<file path="src/rtl/irqc_pkg.sv">
`timescale 1ns/1ps
package irqc_pkg;
  // Register offsets in the low address byte; software decodes these.
  localparam logic [7:0] OFS_RT    = 8'h10;
  localparam logic [7:0] OFS_TYPE  = 8'h11;
  localparam logic [7:0] OFS_POLH  = 8'h12;
  localparam logic [7:0] OFS_POLL  = 8'h13;
  localparam logic [7:0] OFS_LCLR  = 8'h14;
  localparam logic [7:0] OFS_ENSET = 8'h15;
  localparam logic [7:0] OFS_ENCLR = 8'h16;
  localparam logic [7:0] OFS_LAT   = 8'h18;
  localparam logic [7:0] OFS_PEND  = 8'h19;
endpackage

</file>
<file path="src/rtl/irqc_sync.sv">
`timescale 1ns/1ps
module irqc_sync #(
  parameter int W = 8
) (
  input  logic         clk,
  input  logic         rst,
  input  logic [W-1:0] d,
  output logic [W-1:0] q
);
  logic [W-1:0] stage1;

  always_ff @(posedge clk) begin
    if (rst) begin
      stage1 <= '0;
      q      <= '0;
    end else begin
      stage1 <= d;
      q      <= stage1;
    end
  end
endmodule

</file>
<file path="src/rtl/irqc_periph.sv">
`timescale 1ns/1ps
module irqc_periph
  import irqc_pkg::*;
#(
  parameter int W = 8
) (
  input  logic         clk,
  input  logic         rst,
  input  logic [W-1:0] raw,
  input  logic         sel,
  input  logic         wr,
  input  logic [7:0]   ofs,
  input  logic [W-1:0] wdata,
  output logic [W-1:0] typ,
  output logic [W-1:0] en,
  output logic [W-1:0] lat,
  output logic [W-1:0] clr_mask,
  output logic [W-1:0] pend,
  output logic [W-1:0] rd_val
);
  logic [W-1:0] s_now, s_prev, polh, poll;
  logic [W-1:0] rise, fall, ev;
  logic         hit;

  irqc_sync #(.W(W)) u_sync (.clk(clk), .rst(rst), .d(raw), .q(s_now));

  assign hit      = sel & wr;
  assign clr_mask = (hit && ofs == OFS_LCLR) ? wdata : '0;
  assign rise     = s_now & ~s_prev;
  assign fall     = ~s_now & s_prev;
  assign ev       = (typ & ((polh & rise) | (poll & fall)))
                  | (~typ & ((polh & s_now) | (poll & ~s_now)));
  assign pend     = lat & en;

  always_ff @(posedge clk) begin
    if (rst) begin
      s_prev <= '0;
      typ    <= '0;
      polh   <= '0;
      poll   <= '0;
      en     <= '0;
      lat    <= '0;
    end else begin
      s_prev <= s_now;
      lat    <= (lat & ~clr_mask) | ev;
      if (hit) begin
        case (ofs)
          OFS_TYPE:  typ  <= wdata;
          OFS_POLH:  polh <= wdata;
          OFS_POLL:  poll <= wdata;
          OFS_ENSET: en   <= en | wdata;
          OFS_ENCLR: en   <= en & ~wdata;
          default: ;
        endcase
      end
    end
  end

  always_comb begin
    case (ofs)
      OFS_RT:    rd_val = s_now;
      OFS_TYPE:  rd_val = typ;
      OFS_POLH:  rd_val = polh;
      OFS_POLL:  rd_val = poll;
      OFS_ENSET: rd_val = en;
      OFS_LAT:   rd_val = lat;
      OFS_PEND:  rd_val = pend;
      default:   rd_val = '0;
    endcase
  end
endmodule

</file>
<file path="src/rtl/irqc_top.sv">
`timescale 1ns/1ps
module irqc_top #(
  parameter int N_PERIPH = 8,
  parameter int W        = 8,
  parameter int AW       = 16,
  parameter int PBASE    = 'h10,
  parameter int SUM_ADDR = 'h0550
) (
  input  logic                  clk,
  input  logic                  rst,
  input  logic [AW-1:0]         bus_addr,
  input  logic                  bus_wr,
  input  logic                  bus_rd,
  input  logic [W-1:0]          bus_wdata,
  output logic [W-1:0]          bus_rdata,
  input  logic [N_PERIPH*W-1:0] irq_in,
  output logic                  host_irq
);
  localparam int NSUM = (N_PERIPH + W - 1) / W;

  logic [N_PERIPH-1:0]   sel, pend_any;
  logic [N_PERIPH*W-1:0] typ_all, en_all, lat_all, clr_all;
  logic [W-1:0]          rd_vals [N_PERIPH];
  logic [NSUM*W-1:0]     sum_flat;
  logic [W-1:0]          rd_next;

  for (genvar p = 0; p < N_PERIPH; p++) begin : g_per
    logic [W-1:0] pend_p;
    assign sel[p] = (bus_addr[AW-1:8] == (AW-8)'(PBASE + p));
    irqc_periph #(.W(W)) u_per (
      .clk(clk), .rst(rst), .raw(irq_in[p*W +: W]),
      .sel(sel[p]), .wr(bus_wr), .ofs(bus_addr[7:0]), .wdata(bus_wdata),
      .typ(typ_all[p*W +: W]), .en(en_all[p*W +: W]),
      .lat(lat_all[p*W +: W]), .clr_mask(clr_all[p*W +: W]),
      .pend(pend_p), .rd_val(rd_vals[p])
    );
    assign pend_any[p] = |pend_p;
  end

  always_comb begin
    sum_flat = '0;
    sum_flat[N_PERIPH-1:0] = pend_any;
  end

  always_comb begin
    rd_next = '0;
    for (int p = 0; p < N_PERIPH; p++)
      if (sel[p]) rd_next = rd_vals[p];
    for (int i = 0; i < NSUM; i++)
      if (bus_addr == AW'(SUM_ADDR + i)) rd_next = sum_flat[i*W +: W];
  end

  always_ff @(posedge clk) begin
    if (rst) begin
      bus_rdata <= '0;
      host_irq  <= 1'b0;
    end else begin
      if (bus_rd) bus_rdata <= rd_next;
      host_irq <= |pend_any;
    end
  end
endmodule

</file>
<file path="config.mk">
export PLATFORM = sky130hd
export DESIGN_NAME = irqc_top
export DESIGN_NICKNAME = d
export VERILOG_FILES = /design/src/rtl/irqc_pkg.sv /design/src/rtl/irqc_sync.sv /design/src/rtl/irqc_periph.sv /design/src/rtl/irqc_top.sv
export SDC_FILE = /design/constraint.sdc
export NUM_CORES = 1
export LEC_CHECK = 0
export ABC_CLOCK_PERIOD_IN_PS = 2500
export BUFFER_PORTS_ARGS = -buffer_cell sky130_fd_sc_hd__buf_2
export CELL_PAD_IN_SITES_DETAIL_PLACEMENT = 1
export CELL_PAD_IN_SITES_GLOBAL_PLACEMENT = 1
export CORE_ASPECT_RATIO = 0.5
export CORE_MARGIN = 1
export CORE_UTILIZATION = 43
export DETAILED_ROUTE_END_ITERATION = 16
export PLACE_DENSITY = 0.84
export SLEW_MARGIN = 20
export SYNTH_ARGS = -nofsm -noshare
export SYNTH_HDL_FRONTEND = slang
export SYNTH_SLANG_ARGS = --single-unit
</file>
<file path="constraint.sdc">
create_clock -name clk -period 2.5 [get_ports clk]
set_input_delay 0.5 -clock clk [delete_from_list [all_inputs] [get_ports clk]]
set_output_delay 0.5 -clock clk [all_outputs]
set_load 0.005 [all_outputs]
</file>
==> results of run 1 <==
## per-stage QoR
step | cells | TNS, ns | setup slack [ns]
5_1_grt | 3591 | 0 | 0.00796
6_report | 3593 | -0.0219 | -0.0219
2_1_floorplan | 2601 | 0 | 0.0109
3_5_place_dp | 3507 | -48.22 | -0.541
3_3_place_gp | 3507 | -34.38 | -0.476
4_1_cts | 3590 | 0 | 0.0538
## cells in the final DEF (no fill, tap or decap), drive strengths merged, types with 7 or more instances in the layout
cell     synthesis  routed
a311oi          61      61
nor3            15      15
dfxtp          521     521
mux2i           98      98
a31oi           14      14
o21ai           68      68
nor2           147     147
mux2            12      12
a22o            11      11
a21oi          420     420
buf             54     395
clkinv           1       7
nand3           46      46
nor2b          200     200
a32oi            8       8
xnor2           64      64
o2111ai         17      17
mux4            17      17
nand2b           9       9
a22oi           66      66
nand2          429     429
a21o            31      31
clkbuf         136      64
nand4            8       8
and3            14      14
a222oi          21      21
inv              8      12
a221oi          16      16
o22ai            7       7
a211oi           9       9
## repair_timing
item,CTS,global route
gates resized for setup,0,2
hold buffers,0,0
endpoints found under the setup margin,0,2
## power breakdown
group	internal [mW]	total [mW]	switching, mW
clock	4.38	7.81	3.43
sequential	8.42	8.52	0.102
combinational	0.388	1.01	0.624
total	13.2	17.3	4.15
## cell type report
class	count	area share, %
sequential	521	37.7
clock buffer	64	4.82
inverter	9	0.122
antenna	3	0.0271
clock inverter	19	0.981
multi-input combinational	1881	41.4
tap	701	3.17
timing repair buffer	395	11.7
## worst min path at each step
stage	end	slack, ns	depth (start not counted)
after global placement	g_per[0].u_per.u_sync.q[6]	0.42	1
after floorplan	g_per[0].u_per.u_sync.q[0]	0.41	1
after CTS	g_per[2].u_per.u_sync.stage1[7]	0.09	2
final	g_per[2].u_per.u_sync.stage1[7]	0.10	2
after global routing	g_per[4].u_per.u_sync.stage1[7]	0.11	2
after detailed placement	g_per[5].u_per.u_sync.q[7]	0.42	1
## synth_stat cells, drive strengths merged (4+ instances only)
cell type  number
nor2          147
nand2         429
xnor2          64
mux2i          98
and3           14
nor2b         200
a311oi         61
nand4           8
a221oi         16
a21o           31
a41oi           4
nand3          46
nor3           15
a211oi          9
a31oi          14
a222oi         21
nand2b          9
mux4           17
clkbuf        136
dfxtp         521
a22o           11
o22ai           7
buf            54
mux2           12
o21ai          68
a31o            4
a32oi           8
o211ai          5
o2111ai        17
and2            4
inv             8
a21oi         420
a22oi          66
o2bb2ai         6
and4            4
## cells by family (layout without fill, tap and decap cells)
family / count (synthesis) / after routing / synth area share, %
flops: 521 / 521 / 45.8
other cells: 0 / 3 / 0
buf+inv: 199 / 487 / 3.87
simple gates: 894 / 894 / 19.2
mux: 127 / 127 / 6.59
xor+xnor: 65 / 65 / 2.50
compound gates: 795 / 795 / 22.0
## layer usage
layer | vias to the layer above | track usage (%) | part of all wire (%) | wire length [µm]
met5 | - | 0 | 0.0087 | 8
met4 | 2 | 10.3 | 2.8 | 2620
met3 | 222 | 8.11 | 11 | 9770
met2 | 1193 | 51.3 | 43 | 39600
met1 | 11100 | 46.4 | 44 | 40300
li1 | 9747 | - | - | -
## critical path, delay by kind of cell
kind / cells / cell delay [ns]
compound gates: 6 / 1.56
buf+inv: 4 / 0.70
mux: 1 / 0.20
==> results_dict.tcl, run 1 <==
set metrics [dict create \
    grtUsageTotal_pct 33.5 \
    worstHoldPathType "input pin to flip-flop" \
    placement.io_buffers 100 \
    leakagePower_nw 9.83 \
    core_um2 52100 \
    r2r_cells 8 \
    place_congestion 0.994 \
    design_area_um2 27700 \
    drv_slew 0 \
    arrival_ns 2.97 \
    drc 4 \
    rsz0062_at_grt "false" \
    postPlaceCellArea_um2 26100 \
    io_pins 101 \
    initial_core_util_pct 43.7 \
    syn_area_per_cell_um2 8.75 \
    fp-row-count 59 \
    ys_top_cells_by_area "dfxtp_1, a21oi_1, nand2_1" \
    postRouteAntennaNets 0 \
    multi_input_area_um2 11500 \
    clk_latency_ns 0.61 \
    power_density_nw_per_um2 627 \
    hold_start "irq_in[23]" \
    start_kind "input pin" \
    drt_iter0_markers 2822 \
    netlist.area_leader.share_pct 45.8 \
    ys_async_sr_fraction_pct 0 \
    critPathMostFrequentCell "buf_4" \
    post_drt_wl_per_cell_um 25.7 \
    cp.required_ns 2.95 \
    yosysUniqueCellTypes 79 \
    grt_overflow 0 \
    max_freq_mhz 397 \
    routed_wl_mm 92.3 \
    cpMaxStageDelayCell "o311ai_1" \
    rrSetupSlack_ns 0.26 \
    fin_worst_skew_ns 0.0244 \
    p_total_mw 17.3 \
    cts.sinks 521 \
    syn_area_um2 22800 \
    cts_buffers 47 \
    fin_ws_ns -0.0219 \
    setup.worst_path.start "bus_addr[1]" \
    clk_pin_slew_worst_paths_ns 0.07 \
    grt_max_degree 98 \
    synth.yosys.warnings 0 \
    failed_checks "DRC, setup timing" \
    crit_path_end "bus_rdata[1]" \
    whs_ns 0.103 \
    num-fill-cells 6062 \
    synth_edf_count 0 \
    tightest_slew_ns 0.787 \
    status "complete, but fails checks" \
    vdd_drop_max_uv 436 \
    grt_pass1_wl_mm 137 \
    dp_hpwl_mm 64.7 \
    num_vias 22300 \
    grt_pass1_vias 22100 \
    cp_max_fo 8 \
    final_util_pct 53.1 \
    die_area_um2 53900 \
    ys.flop_type "dfxtp_1" \
    crit_chain "buf_2 -> buf_4 -> buf_4 -> buf_12 -> mux2i_1 -> o2bb2ai_1 -> a221oi_1 -> a31oi_1 -> o21a_1 -> o311ai_1 -> a21boi_1" \
    fp.dieH_um 165 \
    netlist_instances 2601 \
    worstSetupPathType "input pin to flip-flop" \
    period_needed_ns 2.52 \
    firstDrtPassIters 14 \
    slowest_delay_ns 0.55 \
    cts_tree "done" \
    cts-htree-levels 2 \
    r2r-end "bus_rdata[6]" \
    yosysSeqAreaShare_pct 45.8 \
    clock-root-buffer "clkbuf_16" \
    cp-end-kind "flip-flop" \
    antenna_found_initial 4 \
    cts_buffer_depth 3 \
    layout.nets 2947 \
    reg2reg_from "g_per[1].u_per.u_sync.q[6]" \
    maxCapViolCount 0 \
    max_slew_margin_pct 47.5 \
    synth_largest_area_cell "dfxtp_1" \
    hold_violations 0 \
    syn_to_final_growth_pct 21.6 \
    die_w_um 327 \
    post-route-period-util_pct 101 \
    cts_setup_buffers 0 \
    final-seq-area_um2 10400 \
    synth-seq-cells 521 \
    finalSetupViolCount 1 \
    drive_gt1_share_pct 18.9 \
    vias_per_cell 6.20 \
    synth_nets 2693 \
]
(Power assumes the default switching activity.)
==> inputs of run 2 (changes only) <==
- ABC_CLOCK_PERIOD_IN_PS: 2500 -> 2250
- clock period: 2.5 -> 2.25 ns (I/O delays scaled with it)
==> results_dict.tcl, run 2 (same netlist as run 1, synthesis figures left out) <==
set metrics [dict create \
    status "complete, but fails checks" \
    failed_checks "DRC, setup timing" \
    core_um2 52100 \
    tightest_slew_ns 0.703 \
    dp_cells 3542 \
    postRouteAntennaNets 0 \
    initial_core_util_pct 43.7 \
    cp.required_ns 2.73 \
    grt_pass1_vias 22600 \
    place_congestion 1.01 \
    fin_worst_skew_ns 0.0208 \
    cts_hold_buf 0 \
    final_cell_mix "dfxtp_1, nand2_1, a21oi_1, buf_4, nor2b_1" \
    hold_violations 0 \
    cts.sinks 521 \
    antenna_found_initial 2 \
    dp_hpwl_mm 64.0 \
    cts_tree "done" \
    syn_to_final_growth_pct 23.4 \
    period_needed_ns 2.35 \
    cts_buffer_depth 3 \
    cp-end-kind "flip-flop" \
    grt_overflow 0 \
    worstHoldPathType "input pin to flip-flop" \
    die_area_um2 53900 \
    leakagePower_nw 10.1 \
    maxCapViolCount 0 \
    clk_pin_slew_worst_paths_ns 0.07 \
    grt_max_degree 82 \
    pre_cts_ws_ns -0.753 \
    drc 4 \
    power_density_nw_per_um2 685 \
    finalSetupViolCount 5 \
    clk_latency_ns 0.60 \
    routed_wl_mm 93.2 \
    vdd_drop_max_uv 431 \
    drive_gt1_share_pct 20.8 \
    fin_ws_ns -0.101 \
    vias_per_cell 6.21 \
    cts-htree-levels 2 \
    cts_buffers 46 \
    post-route-period-util_pct 104 \
    cp_max_fo 8 \
    drt_iter0_markers 2915 \
    clock-root-buffer "clkbuf_16" \
    start_kind "input pin" \
    io_pins 101 \
    max_freq_mhz 425 \
    final_cells 3639 \
    num_vias 22600 \
    post_drt_wl_per_cell_um 25.6 \
    worstSetupPathType "input pin to flip-flop" \
    firstDrtPassIters 12 \
    drv_slew 0 \
    layout.nets 2993 \
    placement.io_buffers 100 \
    final_common_cell "dfxtp_1" \
    die_w_um 327 \
    fp-row-count 59 \
    grtUsageTotal_pct 33.7 \
    grt_pass1_wl_mm 139 \
    arrival_ns 2.83 \
    rsz0062_at_grt "true" \
    num-fill-cells 6117 \
    max_slew_margin_pct 53.1 \
    fp.dieH_um 165 \
]
==> run 2: power breakdown <==
part / switching (mW) / internal, mW / total, mW
logic: 0.709 / 0.446 / 1.15
clock network: 3.76 / 4.84 / 8.60
registers: 0.112 / 9.35 / 9.47
==> run 2: per-layer routing <==
layer,vias to the layer above,GRT usage [%],part of all wire (%)
li1,9849,-,-
met1,11200,45.5,41
met2,1303,52.0,43
met3,268,8.91,12
met4,0,11.9,3.3
met5,-,0,0
==> run 2: path summary, 6_finish.rpt <==
check	from	endpoint	slack (ns)	depth (start not counted)
min reg2reg	g_per[5].u_per.u_sync.stage1[7]	g_per[5].u_per.u_sync.q[7]	0.43	1
max	bus_addr[0]	bus_rdata[1]	-0.10	10
max reg2reg	g_per[1].u_per.u_sync.q[5]	bus_rdata[5]	0.11	7
min	irq_in[19]	g_per[2].u_per.u_sync.stage1[3]	0.06	2
==> run 2: what timing repair did <==
action,in CTS,in global routing
buffers inserted,7,4
pin swaps,2,4
gates resized for setup,12,10
setup endpoints to repair,8,12
cloned,1,0
==> run 2: final cells by class <==
cell class / instances / area [µm²] / share of cell area (%)
inverter: 9 / 33.8 / 0.120
multi-input combinational: 1882 / 11600 / 41.2
timing repair buffer: 441 / 3560 / 12.7
clock buffer: 62 / 1320 / 4.71
sequential: 521 / 10400 / 37.1
clock inverter: 22 / 292 / 1.04
antenna: 1 / 2.50 / 0.00891
tap: 701 / 877 / 3.12
==> run 2: worst max-delay path, cell delays in order <==
cell      delay [ns]
buf_2           0.23
buf_4           0.18
nand2b_1        0.32
nor3_4          0.11
buf_4           0.21
a22oi_1         0.46
a31oi_4         0.16
o21a_1          0.20
o311ai_1        0.39
a21boi_1        0.12
==> run 2: metrics by stage <==
step / utilization (%) / cell area (µm²) / power (mW) / hold WS [ns] / setup TNS, ns
detailed placement: 50.4 / 26300 / 10.8 / 0.425 / -109.21
global route: 53.9 / 28100 / 19.7 / 0.0632 / -0.431
global placement: 50.4 / 26300 / 10.7 / 0.415 / -88.18
floorplan: - / 22800 / 10.2 / 0.414 / -0.105
CTS: 53.7 / 28000 / 19.3 / 0.0514 / 0
finish: 53.9 / 28100 / 19.2 / 0.0641 / -0.288
